===== src/rtl/bw_ppg.sv =====
module bw_ppg #(
  parameter int W       = 9,
  parameter bit OUT_REG = 1'b1,
  localparam int NPP    = W*W + 1,
  localparam int PW     = 2*W
) (
  input  logic           clk,
  input  logic           rst_n,
  input  logic           bypass,
  input  logic [W-1:0]   op_a,
  input  logic [W-1:0]   op_b,
  input  logic [NPP-1:0] byp_bits,
  output logic [NPP-1:0] pp_bits,
  output logic [PW-1:0]  result
);
  logic [NPP-1:0] gen_bits;
  logic [NPP-1:0] sel_bits;
  logic [PW-1:0]  col_sum;

  function automatic int rank_of(int k);
    return (k == NPP-1) ? W : (k % W) + (k / W);
  endfunction

  for (genvar j = 0; j < W; j++) begin : g_row
    for (genvar i = 0; i < W; i++) begin : g_col
      if ((i == W-1) != (j == W-1)) begin : g_nand
        assign gen_bits[j*W+i] = ~(op_a[i] & op_b[j]);
      end else begin : g_and
        assign gen_bits[j*W+i] = op_a[i] & op_b[j];
      end
    end
  end
  assign gen_bits[NPP-1] = 1'b1;

  assign sel_bits = bypass ? byp_bits : gen_bits;

  always_comb begin
    col_sum = '0;
    for (int k = 0; k < NPP; k++)
      col_sum = col_sum + (PW'(sel_bits[k]) << rank_of(k));
    col_sum[PW-1] = ~col_sum[PW-1];
  end

  if (OUT_REG) begin : g_reg
    always_ff @(posedge clk) begin
      if (!rst_n) begin
        pp_bits <= '0;
        result  <= '0;
      end else begin
        pp_bits <= sel_bits;
        result  <= col_sum;
      end
    end
  end else begin : g_comb
    assign pp_bits = sel_bits;
    assign result  = col_sum;
  end
endmodule


===== config.mk =====
export PLATFORM = sky130hd
export DESIGN_NAME = bw_ppg
export DESIGN_NICKNAME = d
export VERILOG_FILES = /design/src/rtl/bw_ppg.sv
export SDC_FILE = /design/constraint.sdc
export NUM_CORES = 1
export LEC_CHECK = 0
export ABC_AREA = 1
export BUFFER_PORTS_ARGS = -buffer_cell sky130_fd_sc_hd__buf_4
export CAP_MARGIN = 40
export CORE_ASPECT_RATIO = 0.75
export CORE_MARGIN = 2
export CORE_UTILIZATION = 46
export CTS_CLUSTER_DIAMETER = 30
export CTS_CLUSTER_SIZE = 20
export DETAILED_ROUTE_END_ITERATION = 7
export GPL_TIMING_DRIVEN = 1
export HOLD_SLACK_MARGIN = 0.05
export MAX_ROUTING_LAYER = met4
export PLACE_DENSITY = 0.86
export SYNTH_ARGS = -nofsm -noshare
export SYNTH_HDL_FRONTEND = slang
export SYNTH_SLANG_ARGS = --single-unit

===== constraint.sdc =====
create_clock -name clk -period 3.95 [get_ports clk]
set_clock_uncertainty 0.2 [all_clocks]
set_input_delay 0.395 -clock clk [delete_from_list [all_inputs] [get_ports clk]]
set_output_delay 0.395 -clock clk [all_outputs]
set_load 0.02 [all_outputs]

==> summary.md, run 1 <==
203 I/O pins were placed. The run gives 0.0922 ns as the worst hold margin. At the end of routability-driven placement, the weighted congestion stood at 0.933. Global routing consumed, over all layers together, 33.0% of the routing resources. For the half-perimeter wire length after placement, the log shows 15600 µm. During placement, the flow inserted port buffers numbering 202. The transition time of the tightest slew-check pin is 0.484 ns, and the share of synthesized area occupied by flip-flops and latches is 34.9%. In this run the number of H-tree levels came out at 3. The starting density of the core was 46.6%; the static leakage was 4.88 nW.

The first routing iteration left 568 violations. In this run the power density over the cells is 694 mW/mm². For the minimum setup slack in the final design, the log shows -0.210 ns. The clock passes through at most 2 buffers. The number of global-route vias before repair is 6095, and the initial antenna violation count is 0. Of all flip-flops after synthesis, the portion carrying an async set or reset was 0%. The cell count of the worst hold path was 3; the final hold violation count was 0. The peak ir drop on the vdd network is 0.000791 V, and the post-synthesis average cell area is 8.20 µm². The initialized floorplan defines 35 standard-cell rows. STA classifies the critical path endpoint as a flop.

The path class of the tightest hold or removal check is input pin to flop. The total non-filler cell area in the finished layout was 0.00924 mm². The mapped cell area was 0.00568 mm²; the remaining antenna violation count was 0. The library cell used as clock root buffer was sky130_fd_sc_hd__clkbuf_16.

The die is 100 µm tall. The detail-routed via count per cell was 5.13; the final antenna diode count was 0. Setup total negative slack on the finished layout was measured at -1.44 ns. In this run, synthesis produced a sequential element count of 99. The proportion of netlist area held by the largest area contributor came out at 34.9%. The die is 132 µm wide. The die outline area was 0.0133 mm².

The detailed-route wire length per cell is 18.2 µm. The maximum net fanout on the critical path works out to 8. The run gives 21800 µm as the aggregate routed wire length.

The hold path startpoint was byp_bits[81]. Clock tree synthesis inserted a total of 9 buffers. Setup repair after global routing could not meet its margin everywhere. The first detailed-routing pass ran for 5 iterations. The share of post-route cells with drive strength above 1 was 45.5%; the count of final setup violators was 11.

For this block, the via count after detailed routing is 6127. Across the run, the number of max-cap violations was 0. Counting every sink on the clock net gives 99.

Category of the most critical setup path: input pin to flop. The number of enable-type register cells in the synthesized netlist is 0, and the synthesized instance count is 693. Data on the critical path arrives at its endpoint at 4.21 ns.

The core occupancy in the finished layout was 75.9%. The tools report the type of origin of the critical path as an input pin. During synthesis, Yosys emitted a total of 0 warnings.

The first global-routing pass estimated 32500 µm of wire. After clock tree synthesis, the clock-pin slew on the worst setup and hold paths is 0.07 ns. Sorting the synthesized cells by area gives the leading types as sky130_fd_sc_hd__dfxtp_1 (35%), sky130_fd_sc_hd__fa_1 (18%), sky130_fd_sc_hd__nand2_1 (10%). The most used flip-flop cell after synthesis is sky130_fd_sc_hd__dfxtp_1.

TritonCTS built the clock tree. Counting every net in the synthesized netlist gives 882. Static timing analysis puts the maximum clock frequency at 240 MHz. Max-slew violation count: 0. The run gives 0 as the number of remaining DRC errors. The largest total area in the synthesized netlist belongs to sky130_fd_sc_hd__dfxtp_1. After layout, the minimum clock period comes to 4.16 ns. The total overflow left after global routing is 0. The placeable core area came out at 0.0122 mm².

The placed instance area is 0.00844 mm², and the final net count is 1212. The synthesized netlist contains 24 unique library cells. Entering global routing, the biggest net connects 41 pins. The worst path uses 105% of the clock period. The final reports fail on negative setup slack. The run finished, with violations left.

Measured against its own limit, the worst slew margin works out to 67.7%. Data on the critical path is required at its endpoint by 4.00 ns. The path with the worst hold slack has its endpoint at pp_bits[81]$_SDFF_PN0_. Relative to the synthesized area, the layout overhead comes to 62.6%.
-- synthesized netlist by cell type, types with 9 or more instances --
| cell | number |
|---|---|
| sky130_fd_sc_hd__inv_1 | 120 |
| sky130_fd_sc_hd__nand3_1 | 16 |
| sky130_fd_sc_hd__and2_1 | 9 |
| sky130_fd_sc_hd__nor2_1 | 81 |
| sky130_fd_sc_hd__a22oi_1 | 32 |
| sky130_fd_sc_hd__fa_1 | 52 |
| sky130_fd_sc_hd__nand2_1 | 151 |
| sky130_fd_sc_hd__clkbuf_1 | 10 |
| sky130_fd_sc_hd__ha_1 | 34 |
| sky130_fd_sc_hd__dfxtp_1 | 99 |
| sky130_fd_sc_hd__a21oi_1 | 44 |
-- layer usage --
metal  wire, µm  GRT usage [%]  vias up
li1           -              -     2807
met4        854           12.2        0
met2       9910           50.6      376
met3       2130           8.64       80
met5          0              -        -
met1       8870           42.5     2864
-- what timing repair did --
action                     CTS  global route
setup buffers                9             6
setup endpoints to repair   11            11
hold buffers                 0             0
gates resized for setup     56            38
gates cloned                 2             0
pin swaps                   30            23
-- per-stage QoR --
stage | instances | total power [mW] | setup WS, ns
3_3_place_gp | 1160 | 4.63 | -0.587
3_5_place_dp | 1161 | 4.69 | -0.623
5_1_grt | 1194 | 6.91 | -0.369
4_1_cts | 1188 | 6.07 | -0.117
6_report | 1194 | 6.41 | -0.210
2_1_floorplan | 693 | 3.59 | -0.138
-- cells by family after synthesis --
logic type / Yosys count / share of synthesized area, %
adders and majority gates: 86 / 25.8
AOI/OAI and AO/OA: 94 / 10.0
xor gates and xnor gates: 2 / 0.308
and+or+nand+nor: 265 / 18.6
buffers and inverters: 147 / 10.3
DFF: 99 / 34.9
-- worst max path at each step --
| stage | end | slack (ns) | start |
|---|---|---|---|
| after floorplan | result[17]$_SDFF_PN0_ | -0.14 | bypass |
| after global placement | result[11]$_SDFF_PN0_ | -0.59 | bypass |
| after detailed placement | result[11]$_SDFF_PN0_ | -0.62 | bypass |
| after CTS | result[11]$_SDFF_PN0_ | -0.12 | bypass |
| after global routing | result[11]$_SDFF_PN0_ | -0.37 | bypass |
| final | result[11]$_SDFF_PN0_ | -0.21 | bypass |
-- final cells by class --
type	count	area [µm²]
sequential	99	1980
tap	166	208
clock buffer	10	239
inverter	121	459
fill	806	2940
clock inverter	6	58.8
multi-input combinational	447	3570
timing repair buffer	345	2720
-- power breakdown --
group	total [mW]	switching (mW)	internal, mW
clock	0.881	0.424	0.457
combinational	4.36	2.40	1.95
sequential	1.17	0.0398	1.13
-- cell usage in the layout (no fill, tap or decap), types with 12 or more instances in the layout --
cell type                 count
sky130_fd_sc_hd__nand2_1    124
sky130_fd_sc_hd__inv_1      107
sky130_fd_sc_hd__ha_1        27
sky130_fd_sc_hd__a21oi_1     40
sky130_fd_sc_hd__nor2_1      70
sky130_fd_sc_hd__dfxtp_1     99
sky130_fd_sc_hd__a22oi_2     15
sky130_fd_sc_hd__fa_1        44
sky130_fd_sc_hd__a22oi_1     17
sky130_fd_sc_hd__nand2_2     22
sky130_fd_sc_hd__inv_2       12
sky130_fd_sc_hd__buf_4      330
-- flip-flops by register name (all words and copies together) (netlist names) --
name	count
result	18
pp_bits	81
-- worst max-delay path, stage by stage --
cell	delay, ns
sky130_fd_sc_hd__buf_12	0.12
sky130_fd_sc_hd__buf_16	0.14
sky130_fd_sc_hd__buf_4	0.15
sky130_fd_sc_hd__a22oi_2	0.27
sky130_fd_sc_hd__fa_1	0.51
sky130_fd_sc_hd__fa_1	0.51
sky130_fd_sc_hd__inv_1	0.05
sky130_fd_sc_hd__fa_1	0.55
sky130_fd_sc_hd__inv_1	0.06
sky130_fd_sc_hd__fa_1	0.50
sky130_fd_sc_hd__inv_2	0.05
sky130_fd_sc_hd__ha_4	0.28
sky130_fd_sc_hd__nand2_1	0.07
sky130_fd_sc_hd__nand2_2	0.08
sky130_fd_sc_hd__inv_2	0.05
sky130_fd_sc_hd__nand2_4	0.07
sky130_fd_sc_hd__inv_2	0.05
sky130_fd_sc_hd__o21ai_2	0.13
sky130_fd_sc_hd__nand2_1	0.06
sky130_fd_sc_hd__nand2_1	0.06
sky130_fd_sc_hd__nor2_1	0.04
(Power assumes the default switching activity.)
==> run 2, diff against run 1 <==
--- a/config.mk
+++ b/config.mk
@@ -18,6 +18,8 @@
 export HOLD_SLACK_MARGIN = 0.05
 export MAX_ROUTING_LAYER = met4
 export PLACE_DENSITY = 0.86
+export SETUP_SLACK_MARGIN = 0.5
+export SKIP_LAST_GASP = 1
 export SYNTH_ARGS = -nofsm -noshare
 export SYNTH_HDL_FRONTEND = slang
 export SYNTH_SLANG_ARGS = --single-unit
==> summary.md, run 2 (same netlist as run 1, synthesis figures left out) <==
The run finished, with violations left. The final reports fail on negative setup slack. Total power for the finished layout comes to 6.26 mW. Buffers inserted during clock tree synthesis total 9. The worst pin sits at a relative slew slack of 56.6%. Dividing the final minimum period by the clock period gives 102%. For the number of remaining DRC errors, the log shows 0. The root buffer cell chosen for the clock tree is sky130_fd_sc_hd__clkbuf_16. The tools report the minimum setup slack in the final design as -0.0875 ns.

Leaving out fill and tap cells, the most frequent cell in the layout is sky130_fd_sc_hd__buf_4. Most flop-heavy register: pp_bits. The first global-routing pass estimated 31700 µm of wire. The HPWL after detailed placement is 16100 µm.

Along the worst path, the maximum fanout reaches 7. Entering global routing, the biggest net connects 36 pins. After the first detailed-routing iteration, the DRC count stood at 468.

203 I/O pins were placed. The starting density of the core was 46.6%. At the pin with the least slew margin, the transition time is 0.649 ns. Cells with a size suffix above 1 make up 45.2% of the layout.

TritonCTS built the clock tree. Number of I/O port buffers: 202. Type of origin of the critical path: an input pin. The final hold violation count came out at 0. In the final design database the tool counted 1222 nets.

The die width was 132 µm; the count of final setup violators was 8. For this design the static power due to leakage is 4.92 nW. The first detailed-routing pass ran for 5 iterations.

Endpoint type of the worst setup path: a flop. Setup repair after global routing could not meet its margin everywhere. The aggregate routed wire length was 21000 µm; the arrival time of data at the critical path endpoint was 4.12 ns.

The cell count of the worst hold path works out to 3. The logs give 1 for the initial antenna violation count and 0.0133 mm² for the die outline area. The number of max-cap violations is 0, and the standard-cell row count is 35.

The total non-filler cell area in the finished layout is 0.00926 mm², and the final weighted congestion of routability-driven global placement is 0.970. For the final-layout setup total negative slack, the log shows -0.343 ns. The flip-flop count of the largest register after layout was 81; the number of sinks driven by the clock tree was 99.

In the layout the commonest cells are sky130_fd_sc_hd__buf_4 (343), sky130_fd_sc_hd__nand2_1 (130), sky130_fd_sc_hd__inv_1 (107). The clock passes through at most 2 buffers. For the max-slew violation count, the log shows 0. The run gives 6058 as the via total after detailed routing.

In this run the cell area measured after placement is 0.00846 mm². Power spread over the standard cell area amounts to 676 mW/mm². The signed area change from the synthesized netlist to the final layout was 63.1%.

The tools report the number of global-route vias before repair as 6039. In this run the vertical extent of the chip is 100 µm. The setup path with the least slack is of type input pin to flop. The largest registers in the layout are pp_bits: 81 flops, result: 18 flops.

The count of nets left with antenna violations once routing finished came out at 0. For the leftover overflow at the end of global routing, the log shows 0. The path type of the worst min-delay path was input pin to flop. Timing would allow up to 248 MHz. After clock tree synthesis, the clock-pin slew on the worst setup and hold paths is 0.07 ns.

The quantity of hold-fixing buffers added after cts came out at 0. VDD sags by at most 0.000618 V. After detailed routing, the average wire length per cell comes to 17.4 µm.

Detail-routed via count per cell: 5.02. The required time at the endpoint of the critical path was 4.03 ns; the final critical path time including I/O delays and setup was 4.04 ns. The clock tree synthesis step divided the H-tree into 3 levels.

The global-route usage over all layers was 32.4%; the placeable core area was 0.0122 mm².
## run 2: what timing repair did
action	CTS	global route
setup endpoints to repair	12	12
pin swaps	17	23
gates resized for setup	48	28
gates cloned	2	0
buffers inserted	9	13
## run 2: area by class of cell
class                           instances  area [µm²]
Timing Repair Buffer                  355        2780
Antenna cell                            2        5.00
Tap cell                              166         208
Multi-Input combinational cell        447        3540
Clock inverter                          7        72.6
Sequential cell                        99        1980
Fill cell                             830        2910
Clock buffer                            9         225
Inverter                              121         457
## run 2: worst paths after layout
check | startpoint | to | slack, ns
hold / removal | byp_bits[0] | result[0]$_SDFF_PN0_ | 0.10
setup / recovery | bypass | result[13]$_SDFF_PN0_ | -0.09
## run 2: critical path: stages
cell	delay, ns
sky130_fd_sc_hd__buf_12	0.12
sky130_fd_sc_hd__buf_12	0.14
sky130_fd_sc_hd__nor2_4	0.17
sky130_fd_sc_hd__a22oi_2	0.11
sky130_fd_sc_hd__fa_1	0.51
sky130_fd_sc_hd__fa_1	0.53
sky130_fd_sc_hd__inv_2	0.05
sky130_fd_sc_hd__fa_1	0.54
sky130_fd_sc_hd__inv_2	0.04
sky130_fd_sc_hd__fa_1	0.51
sky130_fd_sc_hd__inv_2	0.05
sky130_fd_sc_hd__ha_4	0.30
sky130_fd_sc_hd__nand2_2	0.06
sky130_fd_sc_hd__nand2_2	0.06
sky130_fd_sc_hd__inv_2	0.04
sky130_fd_sc_hd__nand2_4	0.06
sky130_fd_sc_hd__buf_4	0.12
sky130_fd_sc_hd__nand2_4	0.05
sky130_fd_sc_hd__nand3_2	0.06
sky130_fd_sc_hd__nand2_1	0.06
sky130_fd_sc_hd__a21oi_2	0.13
## run 2: where the power goes
| part | switching [mW] | internal [mW] |
|---|---|---|
| clock | 0.439 | 0.445 |
| combinational | 2.33 | 1.88 |
| sequential | 0.0356 | 1.13 |
## run 2: stage by stage
step / hold slack (ns) / instances / setup slack (ns) / utilization [%]
floorplan: 0.322 / 693 / -0.138 / -
global placement: 0.468 / 1164 / -0.607 / 69.5
detailed placement: 0.466 / 1164 / -0.619 / 69.5
CTS: 0.0969 / 1191 / 0.0152 / 74.4
global route: 0.108 / 1205 / -0.216 / 76.1
finish: 0.105 / 1206 / -0.0875 / 76.1
## run 2: metal layers
metal	track usage, %	part of all wire [%]	wire length [µm]	vias to the layer above
met1	40.8	40	8330	2824
li1	-	-	-	2821
met4	10.6	3.2	668	0
met3	9.44	11	2370	57
met2	50.5	46	9600	356
met5	-	0	0	-
